### config.mk
export PLATFORM = sky130hd
export DESIGN_NAME = psr_logic_unit
export DESIGN_NICKNAME = d
export VERILOG_FILES = /design/src/rtl/psr_pkg.sv /design/src/rtl/psr_logic_core.sv /design/src/rtl/psr_status_reg.sv /design/src/rtl/psr_logic_unit.sv
export SDC_FILE = /design/constraint.sdc
export NUM_CORES = 1
export LEC_CHECK = 0
export BUFFER_PORTS_ARGS = -buffer_cell sky130_fd_sc_hd__buf_2
export CAP_MARGIN = 40
export CORE_MARGIN = 2
export CORE_UTILIZATION = 35
export CTS_CLUSTER_SIZE = 16
export DETAILED_ROUTE_END_ITERATION = 8
export SKIP_LAST_GASP = 1
export SLEW_MARGIN = 0
export SYNTH_ARGS = -nofsm -noshare
export SYNTH_HDL_FRONTEND = slang
export SYNTH_SLANG_ARGS = --single-unit
### constraint.sdc
create_clock -name clk -period 1.91 [get_ports clk]
set_input_delay 0.191 -clock clk [delete_from_list [all_inputs] [get_ports clk]]
set_output_delay 0.191 -clock clk [all_outputs]
set_load 0.005 [all_outputs]
### src/rtl/psr_pkg.sv
package psr_pkg;
  localparam int DW = 8;

  typedef enum logic [2:0] {
    OP_OR   = 3'd0,
    OP_AND  = 3'd1,
    OP_BIT  = 3'd2,
    OP_SHL  = 3'd3,
    OP_ROL  = 3'd4,
    OP_CLRC = 3'd5,
    OP_SETC = 3'd6,
    OP_PULL = 3'd7
  } psr_op_e;

  localparam int B_C   = 0;
  localparam int B_Z   = 1;
  localparam int B_I   = 2;
  localparam int B_D   = 3;
  localparam int B_B   = 4;
  localparam int B_ONE = 5;
  localparam int B_V   = 6;
  localparam int B_N   = 7;
endpackage

### src/rtl/psr_logic_core.sv
module psr_logic_core
  import psr_pkg::*;
(
  input  psr_op_e        op,
  input  logic [DW-1:0]  acc,
  input  logic [DW-1:0]  opnd,
  input  logic           c_in,
  output logic [DW-1:0]  res,
  output logic           res_wr,
  output logic           upd_zn,
  output logic           upd_c,
  output logic           bit_test,
  output logic           c_out,
  output logic           z_out
);
  always_comb begin
    res      = '0;
    res_wr   = 1'b0;
    upd_zn   = 1'b0;
    upd_c    = 1'b0;
    bit_test = 1'b0;
    c_out    = c_in;
    case (op)
      OP_OR: begin
        res    = acc | opnd;
        res_wr = 1'b1;
        upd_zn = 1'b1;
      end
      OP_AND: begin
        res    = acc & opnd;
        res_wr = 1'b1;
        upd_zn = 1'b1;
      end
      OP_BIT: begin
        res      = acc & opnd;
        bit_test = 1'b1;
      end
      OP_SHL: begin
        {c_out, res} = {opnd, 1'b0};
        res_wr = 1'b1;
        upd_zn = 1'b1;
        upd_c  = 1'b1;
      end
      OP_ROL: begin
        {c_out, res} = {opnd, c_in};
        res_wr = 1'b1;
        upd_zn = 1'b1;
        upd_c  = 1'b1;
      end
      default: begin
        res = '0;
      end
    endcase
    z_out = (res == '0);
  end
endmodule

### src/rtl/psr_status_reg.sv
module psr_status_reg
  import psr_pkg::*;
#(
  parameter bit RESET_IDIS = 1'b0
) (
  input  logic           clk,
  input  logic           rst,
  input  logic           valid,
  input  psr_op_e        op,
  input  logic [DW-1:0]  opnd,
  input  logic [DW-1:0]  res,
  input  logic           upd_zn,
  input  logic           upd_c,
  input  logic           bit_test,
  input  logic           c_new,
  input  logic           z_new,
  output logic [DW-1:0]  sr_q,
  output logic [DW-1:0]  push_byte
);
  localparam logic [DW-1:0] RST_VAL =
    (DW'(1) << B_ONE) | (RESET_IDIS ? (DW'(1) << B_I) : '0);

  logic [DW-1:0] sr_d;

  always_comb begin
    sr_d = sr_q;
    if (valid) begin
      case (op)
        OP_CLRC: sr_d[B_C] = 1'b0;
        OP_SETC: sr_d[B_C] = 1'b1;
        OP_PULL: sr_d      = opnd;
        default: begin
          if (upd_zn) begin
            sr_d[B_Z] = z_new;
            sr_d[B_N] = res[DW-1];
          end
          if (bit_test) begin
            sr_d[B_Z] = z_new;
            sr_d[B_N] = opnd[B_N];
            sr_d[B_V] = opnd[B_V];
          end
          if (upd_c) sr_d[B_C] = c_new;
        end
      endcase
    end
    sr_d[B_ONE] = 1'b1;
  end

  always_ff @(posedge clk) begin
    if (rst) sr_q <= RST_VAL;
    else     sr_q <= sr_d;
  end

  always_comb begin
    push_byte      = sr_q;
    push_byte[B_B] = 1'b1;
  end

  p_const_one_r9: assert property (@(posedge clk) disable iff (rst)
    sr_q[B_ONE] == 1'b1);

  p_push_break_r9: assert property (@(posedge clk) disable iff (rst)
    push_byte[B_B] && (push_byte[3:0] == sr_q[3:0]) && (push_byte[7:5] == sr_q[7:5]));

  p_idle_hold_r10: assert property (@(posedge clk) disable iff (rst)
    !valid |=> $stable(sr_q));

  p_shift_carry_r4: assert property (@(posedge clk) disable iff (rst)
    (valid && op == OP_SHL) |=> sr_q[B_C] == $past(opnd[DW-1]));

  p_clear_carry_r7: assert property (@(posedge clk) disable iff (rst)
    (valid && op == OP_CLRC) |=> !sr_q[B_C] && sr_q[7:1] == $past(sr_q[7:1]));

  p_bit_copy_r6: assert property (@(posedge clk) disable iff (rst)
    (valid && op == OP_BIT) |=> sr_q[7:6] == $past(opnd[7:6]) && sr_q[B_C] == $past(sr_q[B_C]));
endmodule

### src/rtl/psr_logic_unit.sv
module psr_logic_unit
  import psr_pkg::*;
#(
  parameter bit RESET_IDIS = 1'b0
) (
  input  logic         clk,
  input  logic         rst,
  input  logic         op_valid,
  input  logic [2:0]   op_code,
  input  logic [7:0]   acc_in,
  input  logic [7:0]   opnd_in,
  output logic [7:0]   result_o,
  output logic         result_we_o,
  output logic [7:0]   status_o,
  output logic [7:0]   push_byte_o
);
  psr_op_e       op;
  logic [DW-1:0] core_res;
  logic          core_wr, core_zn, core_c, core_bit, core_cout, core_z;

  assign op = psr_op_e'(op_code);

  psr_logic_core u_core (
    .op       (op),
    .acc      (acc_in),
    .opnd     (opnd_in),
    .c_in     (status_o[B_C]),
    .res      (core_res),
    .res_wr   (core_wr),
    .upd_zn   (core_zn),
    .upd_c    (core_c),
    .bit_test (core_bit),
    .c_out    (core_cout),
    .z_out    (core_z)
  );

  psr_status_reg #(.RESET_IDIS(RESET_IDIS)) u_sr (
    .clk       (clk),
    .rst       (rst),
    .valid     (op_valid),
    .op        (op),
    .opnd      (opnd_in),
    .res       (core_res),
    .upd_zn    (core_zn),
    .upd_c     (core_c),
    .bit_test  (core_bit),
    .c_new     (core_cout),
    .z_new     (core_z),
    .sr_q      (status_o),
    .push_byte (push_byte_o)
  );

  always_ff @(posedge clk) begin
    if (rst) begin
      result_o    <= '0;
      result_we_o <= 1'b0;
    end else begin
      result_we_o <= op_valid && core_wr;
      if (op_valid && core_wr) result_o <= core_res;
    end
  end

  p_we_source_r2: assert property (@(posedge clk) disable iff (rst)
    result_we_o |-> $past(op_valid) &&
      ($past(op_code) == 3'd0 || $past(op_code) == 3'd1 ||
       $past(op_code) == 3'd3 || $past(op_code) == 3'd4));

  p_zero_flag_r3: assert property (@(posedge clk) disable iff (rst)
    result_we_o |-> (status_o[B_Z] == (result_o == 8'h00)) && (status_o[B_N] == result_o[7]));
endmodule

==> results of run 1 <==
## critical path, cell delays in order
cell and delay, ns:
buf_2 0.14, and3b_1 0.19, a21o_4 0.21, a221o_1 0.36, nor4_1 0.26, nand4_1 0.14, a311oi_2 0.24
## path summary, 6_finish.rpt
check	startpoint	endpoint	slack, ns
worst min register to register	result_o[7]$_SDFFE_PP0P_	result_o[7]$_SDFFE_PP0P_	0.48
worst max-delay path	op_code[0]	u_sr.sr_q[1]$_SDFFE_PP0P_	0.38
worst max register to register	u_sr.sr_q[0]$_SDFFE_PP0P_	u_sr.sr_q[1]$_SDFFE_PP0P_	0.55
worst min-delay path	opnd_in[2]	u_sr.sr_q[2]$_SDFFE_PP0P_	0.18
## registers in the layout (all words and copies together) (netlist names)
signal       cells
result_we_o      1
u_sr.sr_q        7
result_o         8
## kinds of logic after synthesis
family / after synthesis / synth area share
multiplexers: 7 / 0.0633
AO/OA/AOI/OAI: 40 / 0.292
XOR/XNOR: 1 / 0.00791
buffers and inverters: 26 / 0.132
flip-flops: 16 / 0.289
adder cells (fa/ha/maj): 2 / 0.0181
AND/OR/NAND/NOR: 46 / 0.194
other: 1 / 0.00339
## layout make-up
type                            count  share of cell area
Timing Repair Buffer               48               0.190
Tap cell                           44              0.0414
Clock buffer                        3              0.0169
Inverter                            8              0.0226
Sequential cell                    16               0.241
Multi-Input combinational cell     99               0.488
## metal layers
layer	vias to the layer above	track usage	wire, um
met1	489	0.218	1290
met4	0	0.0381	10
met5	-	0	0
li1	559	-	-
met3	2	0.0455	163
met2	44	0.292	1340
## per-stage QoR
step	power, uW	std cells
finish	751	218
global route	802	218
CTS	760	218
detailed placement	586	215
global placement	585	215
floorplan	517	141
## layout by cell type (no fill, tap or decap), types with 2 or more instances in the layout
master and n:
a2bb2oi_1 2, o21ai_0 2, mux2i_1 7, inv_2 2, conb_1 3, a221o_1 2, buf_4 5, dfxtp_1 16
buf_2 43, nand2_1 12, nor2_1 18, inv_1 5, o21a_1 3, clkbuf_4 3, maj3_1 2, a211o_1 2
a22oi_1 3, a2111oi_0 2, nor2b_1 2, a211oi_1 6, nand4_1 3, a21oi_1 10
## power by group through the flow
stage                     registers [uW]  logic (uW)  clock network [uW]
after CTS                            361         217                 182
after floorplan                      370         146                   0
after detailed placement             369         217                   0
after global placement               368         216                   0
final                                361         217                 173
after global routing                 364         243                 196
==> results.sh, run 1 <==
export IMPL_outcome="complete, no violations"
export IMPL_grt_pass1_vias=985
export IMPL_post_dp_hpwl_um=2290
export IMPL_hold_violations=0
export IMPL_syn_cell_area_mm2=0.00111
export IMPL_synth_commonest_cells="18 x nor2_1, 16 x dfxtp_1, 12 x nand2_1"
export IMPL_cts_hold_buf=0
export IMPL_cts_setup_buffers=0
export IMPL_hp_class="input pin to flop"
export IMPL_grt_pass1_wl_um=4660
export IMPL_skew_ns=0.00407
export IMPL_finalCritPeriodShare=0.800
export IMPL_initial_core_util=0.366
export IMPL_antenna_found_initial=0
export IMPL_slew_headroom=0.649
export IMPL_boundaryPins=47
export IMPL_die_w_um=60.2
export IMPL_synth_top_area_cell="dfxtp_1"
export IMPL_yosysMostFrequentCell="nor2_1"
export IMPL_synth_edf_count=0
export IMPL_r2r_worst_path_cells=5
export IMPL_dr_pass1_iters=4
export IMPL_fmax_mhz=654
export IMPL_ant_nets=0
export IMPL_irDropWorstVdd_mv=0.314
export IMPL_final_setup_viol_count=0
export IMPL_worstSkewPairLatency_ns=0.28
export IMPL_gp_congestion=0.867
export IMPL_critical_path_required_ns=2.12
export IMPL_drive_above_1_share=0.333
export IMPL_htreeDepth=1
export IMPL_grtUsageTotal=0.173
export IMPL_cap_violations=0
export IMPL_dp_slack_ns=0.0871
export IMPL_cts_tree="built"
export IMPL_min_path_cells=3
export IMPL_setup_tns_ns=0
export IMPL_whs_ns=0.181
export IMPL_period_needed_ns=1.53
export IMPL_seqCellArea_um2=320
export IMPL_tightest_slew_ns=0.513
export IMPL_synthTopCellsByArea="dfxtp_1 29%, buf_4 6.8%, mux2i_1 6.3%, nor2_1 6.1%, a21oi_1 4.5%"
export IMPL_path_class="input pin to flop"
export IMPL_syn2layout_area_growth_pct=20.0
export IMPL_seq_power_share=0.481
export IMPL_async_flop_share=0
export IMPL_grt_max_degree=17
export IMPL_root_buffer="clkbuf_4"
export IMPL_vias=1094
export IMPL_p_int_uw=523
export IMPL_slew_violations=0
export IMPL_placed_area_mm2=0.00131
export IMPL_cts_buffers=3
export IMPL_fin_nets=198
export IMPL_powerDensity_mw_per_mm2=565
export IMPL_power_switching_uw=227
export IMPL_drt_vias_per_instance=5.02
export IMPL_p_comb_frac=0.288
export IMPL_p_leak_uw=0.000647
export IMPL_synthFlopType="dfxtp_1"
export IMPL_avgSynthCellArea_um2=7.97
export IMPL_synthDistinctLibCells=45
export IMPL_finish_instance_area_mm2=0.00133
export IMPL_ys_warn_count=0
export IMPL_final_util=0.439
export IMPL_rsz0062_at_grt="no"
export IMPL_diodes=0
export IMPL_drc=0
export IMPL_io_buffers=43
export IMPL_cts_path_max_buffers=2
export IMPL_num_fill_cells=329
export IMPL_p_clk_frac=0.231
export IMPL_cp_arrival_ns=1.73
export IMPL_start_kind="input pin"
export IMPL_netSwitchingFraction=0.303
export IMPL_core_area_mm2=0.00303
export IMPL_synthCells=139
export IMPL_die_y_um=60.2
export IMPL_ys_seq_area_frac=0.289
export IMPL_grt_overflow_total=0
export IMPL_dieArea_mm2=0.00363
export IMPL_crit_path_max_fanout=7
export IMPL_end_kind="flop"
export IMPL_clock_sinks=16
export IMPL_first_iter_violations=33
export IMPL_fin_ws_ns=0.382
export IMPL_path_clk_slew_ns=0.09
export IMPL_yosys_area_top_type_share=0.289
export IMPL_wl_um=2810
export IMPL_row_count=20
export IMPL_synth_seq_cells=16
export IMPL_multi_input_area_um2=648
export IMPL_cts_resized=0
export IMPL_routedWlPerCell_um=12.9
No activity file was read; power rests on OpenSTA's default activity.
==> run 2: changes to the inputs <==
--- a/config.mk
+++ b/config.mk
@@ -5,6 +5,7 @@
 export SDC_FILE = /design/constraint.sdc
 export NUM_CORES = 1
 export LEC_CHECK = 0
+export ABC_AREA = 1
 export BUFFER_PORTS_ARGS = -buffer_cell sky130_fd_sc_hd__buf_2
 export CAP_MARGIN = 40
 export CORE_MARGIN = 2
==> constraint.sdc (replaced) <==
create_clock -name clk -period 1.45 [get_ports clk]
set_input_delay 0.145 -clock clk [delete_from_list [all_inputs] [get_ports clk]]
set_output_delay 0.145 -clock clk [all_outputs]
set_load 0.005 [all_outputs]
==> results.sh, run 2 <==
export IMPL_power_switching_uw=346
export IMPL_cap_violations=0
export IMPL_avgSynthCellArea_um2=6.80
export IMPL_irDropWorstVdd_mv=0.224
export IMPL_fmax_mhz=907
export IMPL_diodes=0
export IMPL_synthCells=188
export IMPL_boundaryPins=47
export IMPL_vias=1205
export IMPL_syn2layout_area_growth_pct=13.3
export IMPL_ant_nets=0
export IMPL_place_inst=264
export IMPL_hold_violations=0
export IMPL_gp_congestion=0.878
export IMPL_top_register="result_o"
export IMPL_die_y_um=64.4
export IMPL_grtUsageTotal=0.147
export IMPL_fin_cells=267
export IMPL_drc=0
export IMPL_first_iter_violations=51
export IMPL_initial_core_util=0.374
export IMPL_p_int_uw=691
export IMPL_row_count=21
export IMPL_cts_path_max_buffers=2
export IMPL_synth_seq_cells=16
export IMPL_reg2reg_from="u_sr.sr_q[0]$_SDFFE_PP0P_"
export IMPL_start_kind="input pin"
export IMPL_final_common_cell="buf_2"
export IMPL_p_leak_uw=0.000824
export IMPL_drt_vias_per_instance=4.51
export IMPL_cts_buffers=3
export IMPL_netSwitchingFraction=0.334
export IMPL_synthTopCellsByArea="dfxtp_1 25%, nand2_1 10%, inv_1 7.1%, nand3_1 6.7%, nor2_1 6.5%"
export IMPL_worstSkewPairLatency_ns=0.28
export IMPL_syn_cell_area_mm2=0.00128
export IMPL_post_dp_hpwl_um=2290
export IMPL_cts_setup_buffers=0
export IMPL_fin_ws_ns=0.347
export IMPL_largest_reg_flops=8
export IMPL_p_total_uw=1040
export IMPL_fin_nets=245
export IMPL_clock_sinks=16
export IMPL_ys_seq_area_frac=0.251
export IMPL_dr_pass1_iters=4
export IMPL_seq_power_share=0.471
export IMPL_final_setup_viol_count=0
export IMPL_powerDensity_mw_per_mm2=716
export IMPL_crit_path_max_fanout=16
export IMPL_finalCritPeriodShare=0.760
export IMPL_io_buffers=43
export IMPL_antenna_found_initial=0
export IMPL_p_clk_frac=0.226
export IMPL_drive_above_1_share=0.339
export IMPL_synth_edf_count=0
export IMPL_top_regs="result_o x8, u_sr.sr_q x7, result_we_o x1"
export IMPL_final_util=0.424
export IMPL_hp_class="input pin to flop"
export IMPL_mostFrequentLayoutCells="43 x buf_2, 34 x nand2_1, 24 x inv_1"
export IMPL_cts_tree="built"
export IMPL_setup_tns_ns=0
export IMPL_wl_um=2810
export IMPL_core_area_mm2=0.00342
export IMPL_critical_path_required_ns=1.64
export IMPL_die_w_um=64.4
export IMPL_async_flop_share=0
export IMPL_routedWlPerCell_um=10.5
export IMPL_p_comb_frac=0.304
export IMPL_slew_violations=0
export IMPL_dieArea_mm2=0.00415
export IMPL_ys_warn_count=0
export IMPL_synthDistinctLibCells=29
export IMPL_synth_top_area_cell="dfxtp_1"
export IMPL_cts_hold_buf=0
export IMPL_min_from="rst"
export IMPL_path_clk_slew_ns=0.09
export IMPL_end_kind="flop"
export IMPL_root_buffer="clkbuf_4"
export IMPL_synthFlopType="dfxtp_1"
export IMPL_outcome="complete, no violations"
export IMPL_yosys_area_top_type_share=0.251
export IMPL_crit_path_start="op_code[0]"
export IMPL_htreeDepth=1
export IMPL_cts_resized=0
export IMPL_cp_arrival_ns=1.29
export IMPL_num_fill_cells=394
export IMPL_rsz0062_at_grt="no"
export IMPL_path_class="input pin to flop"
export IMPL_grt_max_degree=19
export IMPL_grt_pass1_vias=1045
export IMPL_dp_slack_ns=0.0364
export IMPL_period_needed_ns=1.10
export IMPL_synth_commonest_cells="34 x nand2_1, 24 x inv_1, 22 x nor2_1"
export IMPL_yosysMostFrequentCell="nand2_1"
export IMPL_grt_pass1_wl_um=4820
export IMPL_grt_overflow_total=0
export IMPL_skew_ns=0.000633
[run 2: cell types whose count changed after synthesis, moves of 6 or more]
cell      previous run  this run
mux2i_1              7         0
inv_1                5        24
o21ai_0              2        11
nand3_1              1        17
nand2_1             12        34
a211oi_1             6         0
[run 2: final timing paths]
path	end	slack, ns	cells past startpoint
min	result_we_o$_SDFF_PP0_	0.05	2
max	result_o[0]$_SDFFE_PP0P_	0.35	9
max reg2reg	u_sr.sr_q[1]$_SDFFE_PP0P_	0.37	9
min reg2reg	u_sr.sr_q[6]$_SDFFE_PP0P_	0.46	2
[run 2: area by class of cell]
cell class | instances | area (um^2) | share of cell area
Sequential cell | 16 | 320 | 0.221
Timing Repair Buffer | 45 | 230 | 0.159
Multi-Input combinational cell | 126 | 693 | 0.479
Clock buffer | 3 | 22.5 | 0.0156
Inverter | 31 | 124 | 0.0856
Tap cell | 46 | 57.6 | 0.0398
[run 2: cell families after synthesis]
kind of cell | Yosys count | share of synthesized area
simple gates | 91 | 0.361
flops | 16 | 0.251
other cells | 1 | 0.00294
buf+inv | 48 | 0.213
compound gates | 32 | 0.172
[run 2: worst max-delay path, cell delays in order]
cell and delay [ns]:
buf_2 0.17, nor2_8 0.26, inv_4 0.07, nand2_4 0.08, o21ai_4 0.08, nor2_8 0.21, inv_2 0.06, o21ai_0 0.15
inv_1 0.05
[run 2: per-layer routing]
layer,part of all wire,GRT usage,vias up
met5,0,0,-
met4,0.0068,0.0559,0
met3,0.046,0.0243,2
met2,0.44,0.214,36
met1,0.51,0.216,508
li1,-,-,659
[run 2: power by group through the flow]
stage,Sequential (uW),Clock (uW),Combinational (uW)
floorplan,500,0,237
global placement,498,0,319
detailed placement,499,0,317
CTS,489,242,318
global route,492,265,362
finish,488,234,315
[run 2: stage by stage]
| step | area [um^2] | hold slack, ns |
|---|---|---|
| 2_1_floorplan | 1280 | 0.217 |
| 3_3_place_gp | 1430 | 0.358 |
| 3_5_place_dp | 1430 | 0.352 |
| 4_1_cts | 1450 | 0.0406 |
| 5_1_grt | 1450 | 0.0388 |
| 6_report | 1450 | 0.0489 |
